--- src/rtl/dtm_ctl_pkg.sv ---
package dtm_ctl_pkg;

    typedef enum logic [1:0] {
        SC_HOLD  = 2'd0,
        SC_SHIFT = 2'd1,
        SC_APPLY = 2'd2
    } scan_state_e;

    typedef enum logic {
        EM_LOW  = 1'b0,
        EM_HIGH = 1'b1
    } edge_state_e;

endpackage

--- src/rtl/dtm_scan_chain.sv ---
module dtm_scan_chain
    import dtm_ctl_pkg::*;
#(
    parameter int NUM_STAGES = 4
) (
    input  logic                  clk,
    input  logic                  rst_n,
    input  logic                  chain_in,
    input  logic                  shift_en,
    input  logic                  update_en,
    output logic                  chain_out,
    output logic [NUM_STAGES-1:0] stage_q
);

    localparam int TOP = NUM_STAGES - 1;

    scan_state_e           state_q, state_d;
    logic [NUM_STAGES-1:0] chain_q;
    logic [NUM_STAGES-1:0] chain_d;
    logic                  apply_go;

    // next-state logic
    always_comb begin
        state_d = SC_HOLD;
        unique case (state_q)
            SC_HOLD, SC_SHIFT, SC_APPLY: begin
                if (shift_en)       state_d = SC_SHIFT;
                else if (update_en) state_d = SC_APPLY;
                else                state_d = SC_HOLD;
            end
            default: state_d = SC_HOLD;
        endcase
    end

    // state register
    always_ff @(posedge clk or negedge rst_n) begin
        if (!rst_n) state_q <= SC_HOLD;
        else        state_q <= state_d;
    end

    // outputs of the machine
    always_comb begin
        apply_go = 1'b0;
        unique case (state_q)
            SC_HOLD:  apply_go = 1'b0;
            SC_SHIFT: apply_go = 1'b0;
            SC_APPLY: apply_go = 1'b1;
            default:  apply_go = 1'b0;
        endcase
    end

    // shift path, one cell per stage
    for (genvar i = 0; i < NUM_STAGES; i++) begin : g_cell
        if (i == TOP) begin : g_head
            assign chain_d[i] = shift_en ? chain_in : chain_q[i];
        end else begin : g_body
            assign chain_d[i] = shift_en ? chain_q[i+1] : chain_q[i];
        end
    end

    always_ff @(posedge clk or negedge rst_n) begin
        if (!rst_n) begin
            chain_q <= '0;
            stage_q <= '0;
        end else begin
            chain_q <= chain_d;
            if (apply_go) stage_q <= chain_q;
        end
    end

    assign chain_out = chain_q[0];

    assert_chain_hold_R3: assert property (@(posedge clk) disable iff (!rst_n)
        !shift_en |=> $stable(chain_q));

    assert_stage_hold_R4: assert property (@(posedge clk) disable iff (!rst_n)
        (state_q != SC_APPLY) |=> $stable(stage_q));

    assert_shift_blocks_apply_R4: assert property (@(posedge clk) disable iff (!rst_n)
        shift_en |=> (state_q == SC_SHIFT));

endmodule

--- src/rtl/dtm_err_monitor.sv ---
module dtm_err_monitor
    import dtm_ctl_pkg::*;
#(
    parameter int NUM_STAGES = 4,
    parameter int CNT_W      = 16,
    parameter int WIN_LEN    = 1024
) (
    input  logic                  clk,
    input  logic                  rst_n,
    input  logic [NUM_STAGES-1:0] stage_err,
    input  logic [NUM_STAGES-1:0] stage_slow,
    input  logic                  cnt_clr,
    output logic                  err_any,
    output logic [CNT_W-1:0]      err_count,
    output logic                  fault_seen,
    output logic [CNT_W-1:0]      err_rate
);

    localparam int               WIN_W    = (WIN_LEN > 2) ? $clog2(WIN_LEN) : 1;
    localparam logic [WIN_W-1:0] WIN_LAST = WIN_W'(WIN_LEN - 1);
    localparam logic [CNT_W-1:0] CNT_MAX  = '1;

    edge_state_e      edge_q, edge_d;
    logic             rise;
    logic             test_active;
    logic             hit;
    logic [WIN_W-1:0] win_pos;
    logic [CNT_W-1:0] win_ev;
    logic [CNT_W-1:0] win_total;

    assign err_any     = |stage_err;
    assign test_active = |stage_slow;

    // level tracker: next state
    always_comb begin
        edge_d = EM_LOW;
        unique case (edge_q)
            EM_LOW:  edge_d = err_any ? EM_HIGH : EM_LOW;
            EM_HIGH: edge_d = err_any ? EM_HIGH : EM_LOW;
            default: edge_d = EM_LOW;
        endcase
    end

    // level tracker: state register
    always_ff @(posedge clk or negedge rst_n) begin
        if (!rst_n) edge_q <= EM_LOW;
        else        edge_q <= edge_d;
    end

    // level tracker: output
    always_comb begin
        rise = 1'b0;
        unique case (edge_q)
            EM_LOW:  rise = err_any;
            EM_HIGH: rise = 1'b0;
            default: rise = 1'b0;
        endcase
    end

    assign hit       = rise && test_active;
    assign win_total = (hit && (win_ev != CNT_MAX)) ? win_ev + CNT_W'(1) : win_ev;

    always_ff @(posedge clk or negedge rst_n) begin
        if (!rst_n) begin
            err_count  <= '0;
            fault_seen <= 1'b0;
        end else if (cnt_clr) begin
            err_count  <= '0;
            fault_seen <= 1'b0;
        end else if (hit) begin
            fault_seen <= 1'b1;
            if (err_count != CNT_MAX) err_count <= err_count + CNT_W'(1);
        end
    end

    always_ff @(posedge clk or negedge rst_n) begin
        if (!rst_n) begin
            win_pos  <= '0;
            win_ev   <= '0;
            err_rate <= '0;
        end else if (cnt_clr) begin
            win_pos  <= '0;
            win_ev   <= '0;
            err_rate <= '0;
        end else if (win_pos == WIN_LAST) begin
            win_pos  <= '0;
            win_ev   <= '0;
            err_rate <= win_total;
        end else begin
            win_pos  <= win_pos + WIN_W'(1);
            win_ev   <= win_total;
        end
    end

    assert_count_step_R5: assert property (@(posedge clk) disable iff (!rst_n)
        !cnt_clr |=> (err_count == $past(err_count)) ||
                     (err_count == $past(err_count) + CNT_W'(1)));

    assert_no_count_idle_R6: assert property (@(posedge clk) disable iff (!rst_n)
        (!cnt_clr && !test_active) |=> $stable(err_count));

    assert_no_overflow_R7: assert property (@(posedge clk) disable iff (!rst_n)
        (!cnt_clr && err_count == CNT_MAX) |=> err_count == CNT_MAX);

    assert_clear_R8: assert property (@(posedge clk) disable iff (!rst_n)
        cnt_clr |=> (err_count == '0) && !fault_seen && (err_rate == '0));

    assert_flag_sticky_R9: assert property (@(posedge clk) disable iff (!rst_n)
        (fault_seen && !cnt_clr) |=> fault_seen);

    assert_flag_with_count_R9: assert property (@(posedge clk) disable iff (!rst_n)
        (err_count != '0) |-> fault_seen);

endmodule

--- src/rtl/dtm_test_ctl.sv ---
module dtm_test_ctl
    import dtm_ctl_pkg::*;
#(
    parameter int NUM_STAGES = 4,
    parameter int CNT_W      = 16,
    parameter int WIN_LEN    = 1024
) (
    input  logic                  clk,
    input  logic                  rst_n,
    input  logic                  global_en,
    input  logic                  chain_in,
    input  logic                  shift_en,
    input  logic                  update_en,
    output logic                  chain_out,
    input  logic [NUM_STAGES-1:0] stage_err,
    output logic                  err_any,
    output logic [NUM_STAGES-1:0] stage_slow,
    input  logic                  cnt_clr,
    output logic [CNT_W-1:0]      err_count,
    output logic                  fault_seen,
    output logic [CNT_W-1:0]      err_rate
);

    logic [NUM_STAGES-1:0] applied_bits;

    dtm_scan_chain #(
        .NUM_STAGES (NUM_STAGES)
    ) u_scan (
        .clk       (clk),
        .rst_n     (rst_n),
        .chain_in  (chain_in),
        .shift_en  (shift_en),
        .update_en (update_en),
        .chain_out (chain_out),
        .stage_q   (applied_bits)
    );

    assign stage_slow = global_en ? '1 : applied_bits;

    dtm_err_monitor #(
        .NUM_STAGES (NUM_STAGES),
        .CNT_W      (CNT_W),
        .WIN_LEN    (WIN_LEN)
    ) u_mon (
        .clk        (clk),
        .rst_n      (rst_n),
        .stage_err  (stage_err),
        .stage_slow (stage_slow),
        .cnt_clr    (cnt_clr),
        .err_any    (err_any),
        .err_count  (err_count),
        .fault_seen (fault_seen),
        .err_rate   (err_rate)
    );

endmodule

--- config.mk ---
export PLATFORM = sky130hd
export DESIGN_NAME = dtm_test_ctl
export DESIGN_NICKNAME = d
export VERILOG_FILES = /design/src/rtl/dtm_ctl_pkg.sv /design/src/rtl/dtm_scan_chain.sv /design/src/rtl/dtm_err_monitor.sv /design/src/rtl/dtm_test_ctl.sv
export SDC_FILE = /design/constraint.sdc
export NUM_CORES = 1
export LEC_CHECK = 0
export ABC_CLOCK_PERIOD_IN_PS = 2400
export BUFFER_PORTS_ARGS = -buffer_cell sky130_fd_sc_hd__buf_4
export CORE_MARGIN = 1
export CORE_UTILIZATION = 45
export CTS_CLUSTER_DIAMETER = 150
export DETAILED_ROUTE_END_ITERATION = 10
export PLACE_DENSITY_LB_ADDON = 0.2
export SLEW_MARGIN = 0
export SYNTH_ARGS = -nofsm -noshare
export SYNTH_HDL_FRONTEND = slang
export SYNTH_HIERARCHICAL = 1
export SYNTH_SLANG_ARGS = --single-unit
--- constraint.sdc ---
create_clock -name clk -period 2.4 [get_ports clk]
set_input_delay 0.48 -clock clk [delete_from_list [all_inputs] [get_ports clk]]
set_output_delay 0.48 -clock clk [all_outputs]
set_load 0.05 [all_outputs]
### Yosys cells after proc, flatten, opt, wreduce, memory -nomap -nowiden

Cells that the tools add are included.

| cells by class | value |
|---|---|
| reduce and logical (&&, ||, !) cells | 10 |
| multiplexer cells | 19 |
| add/sub/neg operators | 3 |
| eq/ne operators | 5 |
| bitwise gates (word level) | 1 |

Operators with widths:

| operator | count |
|---|---|
| 16-bit two-way mux | 8 |
| 16-bit by 1-bit adder with 16-bit output (second input constant) | 2 |
| 16-bit != test (second input constant) | 2 |
| 10-bit two-way mux | 2 |
| 10-bit by 1-bit adder with 10-bit output (second input constant) | 1 |
| 10-bit == test (second input constant) | 1 |
| 4-bit OR reduction | 2 |
| 2-bit two-way mux | 3 |
| 2-bit nonzero test | 3 |
| 1-bit two-way mux | 4 |
| 4-bit two-way mux | 1 |
| 3-bit OR reduction | 1 |
| 2-bit by 1-bit == test with 1-bit output (second input constant) | 1 |
| 2-bit == test (second input constant) | 1 |
| 1-bit logical AND | 2 |
| 2-bit logical NOT | 1 |
| 1-bit case mux with 2 select lines | 1 |
| 2-bit AND reduction | 1 |
| 1-bit NOT | 1 |

| word-level totals | value |
|---|---|
| logic and storage cells | 47 |
| register bits | 70 |
| output and inout port bits | 39 |
| bits of input ports | 11 |

### Logic depth before layout (Yosys ltp)

| logic depth | value |
|---|---|
| depth after elaboration | 7 |
| depth in mapped cells | 8 |
| mapped depth without buffers | 6 |

### Modules after synthesis

Netlist, hierarchy kept.

By module, submodules not included:

| module | area each (um2) | cells each | sequential area each (um2) | times used |
|---|---|---|---|---|
| dtm_err_monitor | 3006.6 | 295 | 1501.4 | 1 |
| dtm_scan_chain | 387.9 | 22 | 250.2 | 1 |
| dtm_test_ctl | 25.0 | 4 | 0.0 | 1 |

### Worst setup path after synthesis

OpenSTA, ideal clock, no wires.

| timing | value |
|---|---|
| path kind | input -> register |
| from | in global_en |
| to | reg u_mon.win_ev[7] |
| data arrival time | 2264 ps |
| stages on the path | 7 |
| buffers on the path | 1 |
| path slack | 5 ps |
| data required time | 2268 ps |
| library setup time | 132 ps |
| cells stage by stage | or2_1 -> nor4_2 -> or3_1 -> buf_4 -> or4_1 -> xor2_1 -> nor2_1 |

| on the way | value |
|---|---|
| word-level cells in the longest chain between the ends | 7 |

RTL lines:

| item | RTL line | RTL |
|---|---|---|
| from (decl) | dtm_test_ctl.sv:10 | `input logic global_en,` |
| 4-bit two-way mux | dtm_test_ctl.sv:38 | `assign stage_slow = global_en ? '1 : applied_bits;` |
| 4-bit OR reduction | dtm_err_monitor.sv:32 | `assign test_active = \|stage_slow;` |
| 1-bit logical AND | dtm_err_monitor.sv:60 | `assign hit = rise && test_active;` |
| 1-bit logical AND | dtm_err_monitor.sv:61 | `assign win_total = (hit && (win_ev != CNT_MAX)) ? win_ev + CNT_W'(1) : win_ev;` |
| 16-bit two-way mux | dtm_err_monitor.sv:61 |  |
| 16-bit two-way mux | dtm_err_monitor.sv:85 | `end else if (win_pos == WIN_LAST) begin` |
| 16-bit two-way mux | dtm_err_monitor.sv:81 | `end else if (cnt_clr) begin` |
| to (signal assigned) | dtm_err_monitor.sv:91 | `win_ev <= win_total;` |
| to (decl) | dtm_err_monitor.sv:28 | `logic [CNT_W-1:0] win_ev;` |

No other way between the ends.
A chain may end at the register's enable or synchronous reset.

### Worst setup path after layout

| timing | value |
|---|---|
| from | reg u_scan.stage_q[1] |
| to | reg u_mon.err_count[1] |

| on the way | value |
|---|---|
| word-level cells in the longest chain between the ends | 5 |

RTL lines:

| item | RTL line | RTL |
|---|---|---|
| from (decl) | dtm_scan_chain.sv:12 | `output logic [NUM_STAGES-1:0] stage_q` |
| from (signal assigned) | dtm_scan_chain.sv:67 | `if (apply_go) stage_q <= chain_q;` |
| 4-bit two-way mux | dtm_test_ctl.sv:38 |  |
| 4-bit OR reduction | dtm_err_monitor.sv:32 |  |
| 1-bit logical AND | dtm_err_monitor.sv:60 |  |
| 2-bit nonzero test (no line) | -- |  |
| 2-bit AND reduction (no line) | -- |  |
| to (signal assigned) | dtm_err_monitor.sv:72 | `if (err_count != CNT_MAX) err_count <= err_count + CNT_W'(1);` |
| to (decl) | dtm_err_monitor.sv:14 | `output logic [CNT_W-1:0] err_count,` |

No other way between the ends.

==> summary by stage <==
Outcome
The flow ran to the end, and the final reports show no timing, DRC or antenna violations.

Logic synthesis
The proportion of synthesized chip area in sequential cells is 51.2%. The synthesized design devotes to its leading area cell type 51.2% of total area. The synthesized netlist contains 51 unique library cells. By count the netlist is led by 70 x sky130_fd_sc_hd__dfrtp_1, 49 x sky130_fd_sc_hd__nor2_1, 26 x sky130_fd_sc_hd__nand2_1, 22 x sky130_fd_sc_hd__xnor2_1, 17 x sky130_fd_sc_hd__nand3_1. The proportion of register bits with asynchronous set or reset after synthesis is 100%. Each instance of the synthesized netlist takes up on average 10.7 um^2.

The cell area that synthesis handed to floorplanning was 3420 um^2. In the post-synthesis netlist, the biggest area contributors are sky130_fd_sc_hd__dfrtp_1 51%, sky130_fd_sc_hd__xnor2_1 5.6%, sky130_fd_sc_hd__nor2_1 5.4%. In the synthesized netlist the dominant register cell turns out to be sky130_fd_sc_hd__dfrtp_1. The flop and latch count out of synthesis is 70.

The number of nets in the synthesized netlist is ~340. The most area-hungry cell type in the Yosys netlist is sky130_fd_sc_hd__dfrtp_1. The most common cell in the synthesized netlist is sky130_fd_sc_hd__dfrtp_1. The synthesized design contains 0 enable-type register cells.

During synthesis, Yosys emitted a total of 6 warnings. Counting every instance in the synthesized netlist gives ~320.

STA
Setup repair after global routing left no endpoint under its margin. The count of final setup violators is 0. The transition at the pin with the smallest max-transition slack is just under 900 ps. The share of the cycle needed by the critical path after routing is 82.7%. The post-route clock skew is roughly 9.9 ps. The worst path needs 1990 ps of the cycle, external delays included.

The setup TNS after final layout is 0 ps. The final hold violation count is 0. The max-slew violation total from the final report is 0. The relative slew slack is 42.2%. Static timing analysis puts the maximum clock frequency at 504 MHz.

Clock network
Post-CTS repair changed the size of 0 cells. Post-CTS timing repair inserted 0 buffers for setup. Clock-pin slew was measured on the worst setup and hold paths at roughly 70 ps.

In this run the clock root is driven by a sky130_fd_sc_hd__clkbuf_8. Counting along the longest clock path gives a buffer depth of 2. CTS built an H-tree with a depth of 3. Clock tree synthesis inserted a total of 9 buffers. The number of buffers inserted for hold repair after clock tree synthesis is 0. Counting every sink on the clock net gives 70. TritonCTS built the clock tree. For the worst-skew pair, the clock arrives at the later sink with an insertion delay of roughly 340 ps.

Place
The quantity of I/O buffers inserted on ports is 49. The final estimated routing congestion in global placement is roughly 0.78. Summed over all nets, the half-perimeter wirelength after detailed placement is around 4600 um.

The post-placement cell area is 3880 um^2.

Hold path
The worst min-delay path class is in2async.

Worst setup path
In this run the worst path has a maximum fanout of 9. The capturing element type of the critical path is a register. The slowest stage of the critical path belongs to the cell sky130_fd_sc_hd__dfrtp_1. Data on the critical path is required at its endpoint by 2620 ps. The critical path goes through or2_1 -> nor4_2 -> or3_1 -> buf_4 -> a21oi_2 -> mux2i_1 -> nor2_1. The type of the worst setup path is reg2reg. For the worst flop-to-flop path, the logic depth is 7. STA classifies the critical path startpoint as a register. The longest individual stage delay on the worst path is about 380 ps. The worst endpoint data arrival time is 2200 ps.

Route
The count of nets left with antenna violations once routing finished came out at 0. In this run, the number of DRC markers left after iteration 0 of detailed routing was 102. For this block, the routed nets add up to 6740 um of wire. The final routed wire length divided by cell count is 14.1 um. The total number of vias is 2504.

The first-pass iteration count of the detailed router is 4. The post-route DRC violation count is 0. Dividing the detail-routed via count by the number of cells gives 5.24.

Final layout
The sequential standard cell area is about 1800 um^2. Of the cells placed in the final design, the portion with a size suffix greater than 1 is 24.5%. The repair_antennas step left the layout with diodes totalling 0. The final net count is 388.

The core occupancy in the finished layout is 56.7%. The area of the multi-input gates is 1570 um^2. The number of inserted filler cells in the final layout is around 680.

From synthesis to final layout, the design area changed by 20.8%. The summed area of non-filler cells in the final layout is 4130 um^2.

Die
The core region is 7290 um^2. The floorplan step defined a die boundary enclosing 7950 um^2. The number of placement rows is 31. The number of primary I/O pins is 50.

The die span in y is about 90 um. In this run the horizontal extent of the chip is 89.2 um. Once the floorplan was initialized, standard cells occupied a little under half of the core.

Power
In this run the static leakage power is 1.83 nW. The design draws 2.67 mW. In this run the power spent charging and discharging nets is between 600 and 700 uW.

The switching power as a share of total power is 22.6%. In this run, flip-flops and latches consume 46.9% of the power. The peak supply drop is 0.386 mV. The share of total power dissipated in the clock network is a little over two fifths. The total power per unit cell area is 646 nW/um^2. Of the total power, combinational logic draws 9.2%. The internal power consumption is 2.06 mW.

Global routing
The pin count of the biggest net entering global routing is 71. The number of antenna violations at the first check in global routing came to 0. The via count of the first global-routing pass is 2377. The overall overflow remaining after global route is 0. The total global routing track utilization is 19.0%. The wire length of the first global-routing pass is 11300 um.

Run
The number of maximum-capacitance constraint violations is 0.
metal layers:
metal | track usage [%] | up-vias | share of wire [%]
li1 | - | 1222 | -
met5 | 0 | - | 0
met1 | 25.3 | 1233 | 49
met3 | 5.82 | 8 | 3.5
met4 | 6.78 | 0 | 1.3
met2 | 29.4 | 41 | 47
cell type report:
cell class                 instances  area share (%)
inverter                           6           0.545
clock inverter                     3            2.18
clock buffer                      13            3.85
timing repair buffer              55            9.99
multi-input combinational        232            38.0
tap                               99            3.00
sequential                        70            42.4
stage by stage:
stage               hold slack [ps]  worst slack, ps  std cells
floorplan                       184             4.56        321
CTS                             282              398        478
detailed placement              457              162        462
finish                          255              414        478
global route                    314              283        478
global placement                454              192        462
layout by cell type (no fill, tap or decap), drive strengths merged, types with 11 or more instances in the layout:
cell type  instances
buf               55
xnor2             22
dfrtp             70
clkbuf            13
o21ai             17
nand3             18
nor2              49
nand2             26
xor2              11
path summary, 6_finish.rpt:
kind	start	to	slack, ps
max	u_scan/stage_q[1]	u_mon/err_count[1]	410
min	rst_n	u_mon/err_rate[8]	250
max reg2reg	u_scan/stage_q[1]	u_mon/err_count[1]	410
min reg2reg	u_scan/state_q[0]	u_scan/state_q[1]	470
max in group asynchronous	rst_n	u_scan/stage_q[0]	1590
min in group clk	shift_en	u_scan/state_q[1]	360
registers in the layout, indices dropped and copies added (netlist names):
name,count
u_mon/edge_q,1
u_mon/err_count,16
u_mon/err_rate,16
u_mon/fault_seen,1
u_mon/win_ev,16
u_mon/win_pos,10
u_scan/chain_q,4
u_scan/stage_q,4
u_scan/state_q,2
critical path: cells and delay by family, from the launching register on:
family,cells,cell delay (ps)
compound gates,1,100
buf+inv,1,250
flops,1,380
mux,1,180
simple gates,4,960
kinds of logic (layout without fill, tap and decap cells):
logic type | Yosys count | after routing | share of synthesized area (%)
mux | 14 | 14 | 4.83
flops | 70 | 70 | 51.2
fa+ha+maj | 3 | 3 | 1.10
compound gates | 37 | 37 | 8.05
buf+inv | 19 | 77 | 2.82
simple gates | 145 | 145 | 23.5
xor+xnor | 33 | 33 | 8.45
power by group through the flow:
| stage | registers [mW] | logic, mW | clock network [mW] |
|---|---|---|---|
| 3_5_place_dp | 1.28 | 0.249 | 0 |
| 5_1_grt | 1.26 | 0.265 | 1.25 |
| 4_1_cts | 1.25 | 0.250 | 1.20 |
| 3_3_place_gp | 1.27 | 0.244 | 0 |
| 6_report | 1.25 | 0.246 | 1.17 |
| 2_1_floorplan | 1.28 | 0.144 | 0 |
Power figures use the tool's default switching activity.
